### src/rtl/tsq_pkg.sv
package tsq_pkg;

    typedef enum logic [1:0] {
        ST_IDLE = 2'd0,
        ST_WAIT = 2'd1,
        ST_SEND = 2'd2,
        ST_DONE = 2'd3
    } tsq_state_e;

endpackage

### src/rtl/tsq_entry_mux.sv
module tsq_entry_mux #(
    parameter int N_ENT  = 5,
    parameter int ENT_W  = 3,
    parameter int CORE_W = 2,
    parameter int PKT_W  = 4,
    parameter int TIME_W = 12,
    parameter logic [N_ENT*CORE_W-1:0] TBL_CORE = '0,
    parameter logic [N_ENT*PKT_W-1:0]  TBL_PKT  = '0,
    parameter logic [N_ENT*TIME_W-1:0] TBL_TIME = '0
) (
    input  logic [ENT_W-1:0]  idx_i,
    output logic [CORE_W-1:0] core_o,
    output logic [PKT_W-1:0]  pkt_o,
    output logic [TIME_W-1:0] time_o
);

    logic [CORE_W-1:0] core_a [N_ENT];
    logic [PKT_W-1:0]  pkt_a  [N_ENT];
    logic [TIME_W-1:0] time_a [N_ENT];

    for (genvar g = 0; g < N_ENT; g++) begin : g_slot
        assign core_a[g] = TBL_CORE[g*CORE_W +: CORE_W];
        assign pkt_a[g]  = TBL_PKT[g*PKT_W +: PKT_W];
        assign time_a[g] = TBL_TIME[g*TIME_W +: TIME_W];
    end

    always_comb begin
        core_o = '0;
        pkt_o  = '0;
        time_o = '0;
        for (int i = 0; i < N_ENT; i++) begin
            if (idx_i == ENT_W'(i)) begin
                core_o = core_a[i];
                pkt_o  = pkt_a[i];
                time_o = time_a[i];
            end
        end
    end

endmodule

### src/rtl/tsq_send_clock.sv
module tsq_send_clock #(
    parameter int TIME_W = 12
) (
    input  logic              clk,
    input  logic              rst_n,
    input  logic              clr_i,
    input  logic [TIME_W-1:0] limit_i,
    output logic              reached_o
);

    logic [TIME_W-1:0] cyc_d, cyc_q;

    always_comb begin
        if (clr_i) begin
            cyc_d = '0;
        end else if (cyc_q == {TIME_W{1'b1}}) begin
            cyc_d = cyc_q;
        end else begin
            cyc_d = cyc_q + TIME_W'(1);
        end
    end

    always_ff @(posedge clk or negedge rst_n) begin
        if (!rst_n) cyc_q <= '0;
        else        cyc_q <= cyc_d;
    end

    assign reached_o = (cyc_q >= limit_i);

endmodule

### src/rtl/tsq_hold_timer.sv
module tsq_hold_timer #(
    parameter int TMO_CYC = 20,
    parameter int TMO_W   = 5
) (
    input  logic clk,
    input  logic rst_n,
    input  logic run_i,
    output logic hit_o
);

    logic [TMO_W-1:0] cnt_d, cnt_q;

    always_comb begin
        if (!run_i) begin
            cnt_d = '0;
        end else if (cnt_q == TMO_W'(TMO_CYC)) begin
            cnt_d = cnt_q;
        end else begin
            cnt_d = cnt_q + TMO_W'(1);
        end
    end

    always_ff @(posedge clk or negedge rst_n) begin
        if (!rst_n) cnt_q <= '0;
        else        cnt_q <= cnt_d;
    end

    assign hit_o = run_i && (cnt_q == TMO_W'(TMO_CYC - 1));

endmodule

### src/rtl/tsq_onehot.sv
module tsq_onehot #(
    parameter int N_CORES = 4,
    parameter int CORE_W  = 2
) (
    input  logic               en_i,
    input  logic [CORE_W-1:0]  idx_i,
    output logic [N_CORES-1:0] vec_o
);

    for (genvar g = 0; g < N_CORES; g++) begin : g_bit
        assign vec_o[g] = en_i && (idx_i == CORE_W'(g));
    end

endmodule

### src/rtl/tsq_sequencer.sv
module tsq_sequencer #(
    parameter int N_CORES = 4,
    parameter int N_ENT   = 5,
    parameter int PKT_W   = 4,
    parameter int TIME_W  = 12,
    parameter int TMO_CYC = 20,
    parameter int CORE_W  = $clog2(N_CORES),
    parameter int ENT_W   = (N_ENT > 1) ? $clog2(N_ENT) : 1,
    parameter logic [N_ENT*CORE_W-1:0] TBL_CORE = {2'd1, 2'd2, 2'd0, 2'd3, 2'd1},
    parameter logic [N_ENT*PKT_W-1:0]  TBL_PKT  = {4'd1, 4'd5, 4'd2, 4'd1, 4'd3},
    parameter logic [N_ENT*TIME_W-1:0] TBL_TIME = {12'd60, 12'd31, 12'd30, 12'd6, 12'd4}
) (
    input  logic               clk,
    input  logic               rst_n,
    input  logic               start_i,
    input  logic [N_CORES-1:0] core_rdy_i,
    output logic [N_CORES-1:0] core_sel_o,
    output logic [N_CORES-1:0] src_sel_o,
    output logic [PKT_W-1:0]   pkt_cnt_o,
    output logic [ENT_W-1:0]   entry_o,
    output logic               busy_o,
    output logic               done_o,
    output logic               proto_err_o,
    output logic               tmo_err_o
);
    import tsq_pkg::*;

    localparam int TMO_W = $clog2(TMO_CYC + 1);
    localparam logic [ENT_W-1:0] LAST_ENT = ENT_W'(N_ENT - 1);

    typedef struct packed {
        tsq_state_e       state;
        logic [ENT_W-1:0] entry;
        logic             done;
        logic             perr;
        logic             terr;
    } seq_reg_t;

    seq_reg_t cur_q, nxt_d;

    logic [CORE_W-1:0]  ent_core;
    logic [PKT_W-1:0]   ent_pkt;
    logic [TIME_W-1:0]  ent_time;
    logic [N_CORES-1:0] sel_vec;
    logic               sending;
    logic               own_rdy;
    logic               foreign_rdy;
    logic               launch;
    logic               time_ok;
    logic               tmo_hit;
    logic               hold_run;

    tsq_entry_mux #(
        .N_ENT    (N_ENT),
        .ENT_W    (ENT_W),
        .CORE_W   (CORE_W),
        .PKT_W    (PKT_W),
        .TIME_W   (TIME_W),
        .TBL_CORE (TBL_CORE),
        .TBL_PKT  (TBL_PKT),
        .TBL_TIME (TBL_TIME)
    ) u_entry (
        .idx_i  (cur_q.entry),
        .core_o (ent_core),
        .pkt_o  (ent_pkt),
        .time_o (ent_time)
    );

    assign sending = (cur_q.state == ST_SEND);

    tsq_onehot #(
        .N_CORES (N_CORES),
        .CORE_W  (CORE_W)
    ) u_dec (
        .en_i  (sending),
        .idx_i (ent_core),
        .vec_o (sel_vec)
    );

    assign own_rdy     = |(core_rdy_i & sel_vec);
    assign foreign_rdy = |(core_rdy_i & ~sel_vec);
    assign launch      = start_i && ((cur_q.state == ST_IDLE) || (cur_q.state == ST_DONE));
    assign hold_run    = sending && !own_rdy;

    tsq_send_clock #(
        .TIME_W (TIME_W)
    ) u_clock (
        .clk       (clk),
        .rst_n     (rst_n),
        .clr_i     (launch),
        .limit_i   (ent_time),
        .reached_o (time_ok)
    );

    tsq_hold_timer #(
        .TMO_CYC (TMO_CYC),
        .TMO_W   (TMO_W)
    ) u_hold (
        .clk   (clk),
        .rst_n (rst_n),
        .run_i (hold_run),
        .hit_o (tmo_hit)
    );

    always_comb begin
        nxt_d = cur_q;
        unique case (cur_q.state)
            ST_IDLE, ST_DONE: begin
                if (launch) begin
                    nxt_d.state = ST_WAIT;
                    nxt_d.entry = '0;
                    nxt_d.done  = 1'b0;
                    nxt_d.perr  = 1'b0;
                    nxt_d.terr  = 1'b0;
                end else if (foreign_rdy) begin
                    nxt_d.perr = 1'b1;
                end
            end
            ST_WAIT: begin
                if (foreign_rdy) nxt_d.perr = 1'b1;
                if (time_ok)     nxt_d.state = ST_SEND;
            end
            ST_SEND: begin
                if (foreign_rdy) nxt_d.perr = 1'b1;
                if (own_rdy) begin
                    if (cur_q.entry == LAST_ENT) begin
                        nxt_d.state = ST_DONE;
                        nxt_d.done  = 1'b1;
                    end else begin
                        nxt_d.state = ST_WAIT;
                        nxt_d.entry = cur_q.entry + ENT_W'(1);
                    end
                end else if (tmo_hit) begin
                    nxt_d.terr = 1'b1;
                end
            end
            default: nxt_d.state = ST_IDLE;
        endcase
    end

    always_ff @(posedge clk or negedge rst_n) begin
        if (!rst_n) begin
            cur_q <= '{state: ST_IDLE, entry: '0, done: 1'b0, perr: 1'b0, terr: 1'b0};
        end else begin
            cur_q <= nxt_d;
        end
    end

    assign core_sel_o  = sel_vec;
    assign src_sel_o   = sel_vec;
    assign pkt_cnt_o   = sending ? ent_pkt : '0;
    assign entry_o     = cur_q.entry;
    assign busy_o      = (cur_q.state == ST_WAIT) || sending;
    assign done_o      = cur_q.done;
    assign proto_err_o = cur_q.perr;
    assign tmo_err_o   = cur_q.terr;

endmodule

### config.mk
export PLATFORM = sky130hd
export DESIGN_NAME = tsq_sequencer
export DESIGN_NICKNAME = d
export VERILOG_FILES = /design/src/rtl/tsq_pkg.sv /design/src/rtl/tsq_entry_mux.sv /design/src/rtl/tsq_send_clock.sv /design/src/rtl/tsq_hold_timer.sv /design/src/rtl/tsq_onehot.sv /design/src/rtl/tsq_sequencer.sv
export SDC_FILE = /design/constraint.sdc
export NUM_CORES = 1
export LEC_CHECK = 0
export BUFFER_PORTS_ARGS = -buffer_cell sky130_fd_sc_hd__buf_2
export CORE_MARGIN = 5
export CORE_UTILIZATION = 55
export CTS_BUF_LIST = sky130_fd_sc_hd__clkbuf_8
export DETAILED_ROUTE_END_ITERATION = 16
export GPL_ROUTABILITY_DRIVEN = 0
export GPL_TIMING_DRIVEN = 0
export PLACE_DENSITY = 0.76
export REMOVE_ABC_BUFFERS = 1
export SLEW_MARGIN = 20
export SYNTH_ARGS = -nofsm -noshare
export SYNTH_HDL_FRONTEND = slang
export SYNTH_HIERARCHICAL = 1
export SYNTH_SLANG_ARGS = --single-unit
### constraint.sdc
create_clock -name clk -period 2.4 [get_ports clk]
set_input_delay 0.12 -clock clk [delete_from_list [all_inputs] [get_ports clk]]
set_output_delay 0.12 -clock clk [all_outputs]
set_load 0.05 [all_outputs]
==> results.cfg <==
[cells_and_area]
n_antenna_cell = 0
areaGrowthSynthToFinish_pct = 5.84
utilization_pct = 59.3
drive_gt1_share_pct = 18.7
nFillCells = 353
multi_input_area_mm2 = 0.00118
seq_area_um2 = 629
fin_nets = 279

[critical_path]
arrival_ns = 2.40
worstSetupStartpointType = flop
path_class = reg -> reg
crit_fanout = 17
r2r_setup_slack_ns = 0.18
reg2reg_depth = 9
crit_path_end_kind = flop
critical_path_required_ns = 2.59

[logic_synthesis]
yosysSeqAreaShare_pct = 30.7
avgSynthCellArea_um2 = 8.52
synthMostInstantiatedCell = inv_1
syn_inst = 239
synth-edff-count = 0
async_flop_share_pct = 100
synthTopCellsByArea = dfrtp_1 31%, ha_1 12%, buf_4 6.3%
synth_ff_type = dfrtp_1
syn_area_mm2 = 0.00204
synth.distinct_cells = 50
synth_top_area_cell = dfrtp_1
yosysTopAreaCellShare_pct = 30.7
synth_common_cells = 29 x inv_1, 25 x dfrtp_1, 19 x ha_1, 17 x buf_4
synth_warnings = 6
synth_seq_cells = 25

[timing]
final-max-slew-violation-count = 0
finalSetupTns_ns = 0
finalSetupViolations = 0
setup_slack_ns = 0.183
finalCriticalPeriod_ns = 2.22
timing_hold_violations_final = 0
clock.fmax_mhz = 451
slew_headroom_pct = 62.1
period_share_pct = 92.4
rsz0062_at_grt = false
tightest_slew_ns = 0.569
skew_ns = 0.00620

[floorplanning]
start_util_pct = 56.0
fp.coreArea_mm2 = 0.00363
rows = 22
die_area_mm2 = 0.00502
chipHeight_um = 70.8
pin_count = 26
dieWidth_um = 70.8

[drt]
drc_errors = 0
routed_wirelength_mm = 3.87
via_per_inst = 5.41
vias = 1623
first_pass_iters = 4
drtAntennaViolNets = 0
first_iter_violations = 101
wire_per_inst_um = 12.9

[pwr]
power_leakage_nw = 1.00
power_frac_comb_pct = 36.2
cellPowerDensity_mw_per_mm2 = 611
finalPower_mw = 1.32
swShare_pct = 40.8
peakVddDrop_mv = 0.621
internal-power_mw = 0.779
p_seq_share_pct = 44.6
p_switching_mw = 0.537
clkPwrFrac_pct = 19.2

[clock_network]
numClockSinks = 25
clkSlewWorstSetupHoldPaths_ns = 0.08
clk_path_buf_depth = 2
htree_levels = 1
clock_latency_ns = 0.27
cts_buffers = 3
root_buffer = clkbuf_8
cts_tree = done
cts_setup_buffers = 0

[place]
portBuffers = 24
dp_slack_ns = -0.0342
dp_hpwl_mm = 2.92

[min_path]
hp-class = in -> reg
whs_path_depth = 3

[global_routing]
grt_antenna_before_repair = 0
grt_use_total_pct = 15.7
grt_pass1_vias = 1533
grt_overflow = 0
grt_pass1_wl_mm = 6.58
grt_max_degree = 26

[flow_run]
cap_violations = 0

[run_status]
outcome = finished clean
==> worst paths after layout <==
kind / start / to
worst max register to register: cur_q[6] / tmo_err_o
worst max-delay path: cur_q[6] / tmo_err_o
max in group asynchronous: rst_n / entry_o[0]
worst min register to register: tmo_err_o / tmo_err_o
min in group asynchronous: rst_n / u_clock/cyc_q[6]
worst min-delay path: core_rdy_i[3] / proto_err_o
==> cells in the final DEF, fill, tap and decap left out, types with 5 or more instances in the layout <==
cell type,instances
ha_1,19
a31oi_1,5
nor3_1,6
nand3_1,11
buf_2,24
nand2_1,14
nor2_1,15
o21ai_0,14
conb_1,7
mux2i_1,6
nand4_1,6
a21oi_1,13
inv_1,29
dfrtp_1,22
and2_1,5
==> stage by stage <==
step,std cells,hold WS [ns],cell area [um2]
final,300,0.175,2150
after global routing,300,0.195,2150
after CTS,300,0.172,2140
after detailed placement,295,0.156,2080
after global placement,295,0.148,2080
after floorplan,223,-0.176,1900
==> layout make-up <==
type	instances	area share [%]
inverters	29	5.05
flip-flops and latches	25	29.2
clock inverters	1	0.232
multi-input cells	169	54.8
well taps	48	2.79
clock buffers	3	1.92
repair buffers	25	6.04
==> sequential cells by signal (all words and copies together), names as in the netlist <==
name / flops
cur_q: 2
done_o: 1
entry_o: 3
proto_err_o: 1
tmo_err_o: 1
u_clock/cyc_q: 12
u_hold/cnt_q: 5
==> power groups by stage <==
stage	sequential [mW]	clock, mW	combinational [mW]
floorplan	0.582	0	0.345
finish	0.588	0.252	0.477
detailed placement	0.596	0	0.460
CTS	0.587	0.267	0.471
global placement	0.591	0	0.447
global route	0.600	0.285	0.545
==> metal layers <==
metal | GRT usage, % | up-vias | share of wire [%]
li1 | - | 839 | -
met1 | 19.6 | 754 | 45
met2 | 28.1 | 28 | 50
met3 | 3.41 | 2 | 4.5
met4 | 2.92 | 0 | 0.31
met5 | 0 | - | 0
==> critical path, stage by stage, from the launching register on <==
cell	delay, ns
dfrtp_1	0.38
inv_1	0.05
ha_1	0.37
and3b_1	0.31
a22oi_2	0.19
and3_2	0.35
nand4b_1	0.13
nor2_1	0.10
nand3_1	0.07
o21ai_0	0.18
==> cells by family (layout without fill, tap and decap cells) <==
| group | after synthesis | after routing | synth area share [%] |
|---|---|---|---|
| adders and majority gates | 19 | 19 | 11.7 |
| AOI/OAI and AO/OA | 52 | 52 | 16.3 |
| muxes | 7 | 7 | 3.69 |
| other | 1 | 7 | 0.184 |
| and+or+nand+nor | 81 | 81 | 23.1 |
| DFF | 25 | 25 | 30.7 |
| buffers and inverters | 51 | 58 | 13.0 |
| xor gates and xnor gates | 3 | 3 | 1.29 |
==> timing repair <==
item                                   in CTS  in global routing
resized for setup                           4                  5
pin swaps                                   1                  0
hold buffers                                1                  0
setup endpoints to repair                   1                  4
endpoints found under the hold margin      25                  0
Power figures use the tool's default switching activity.
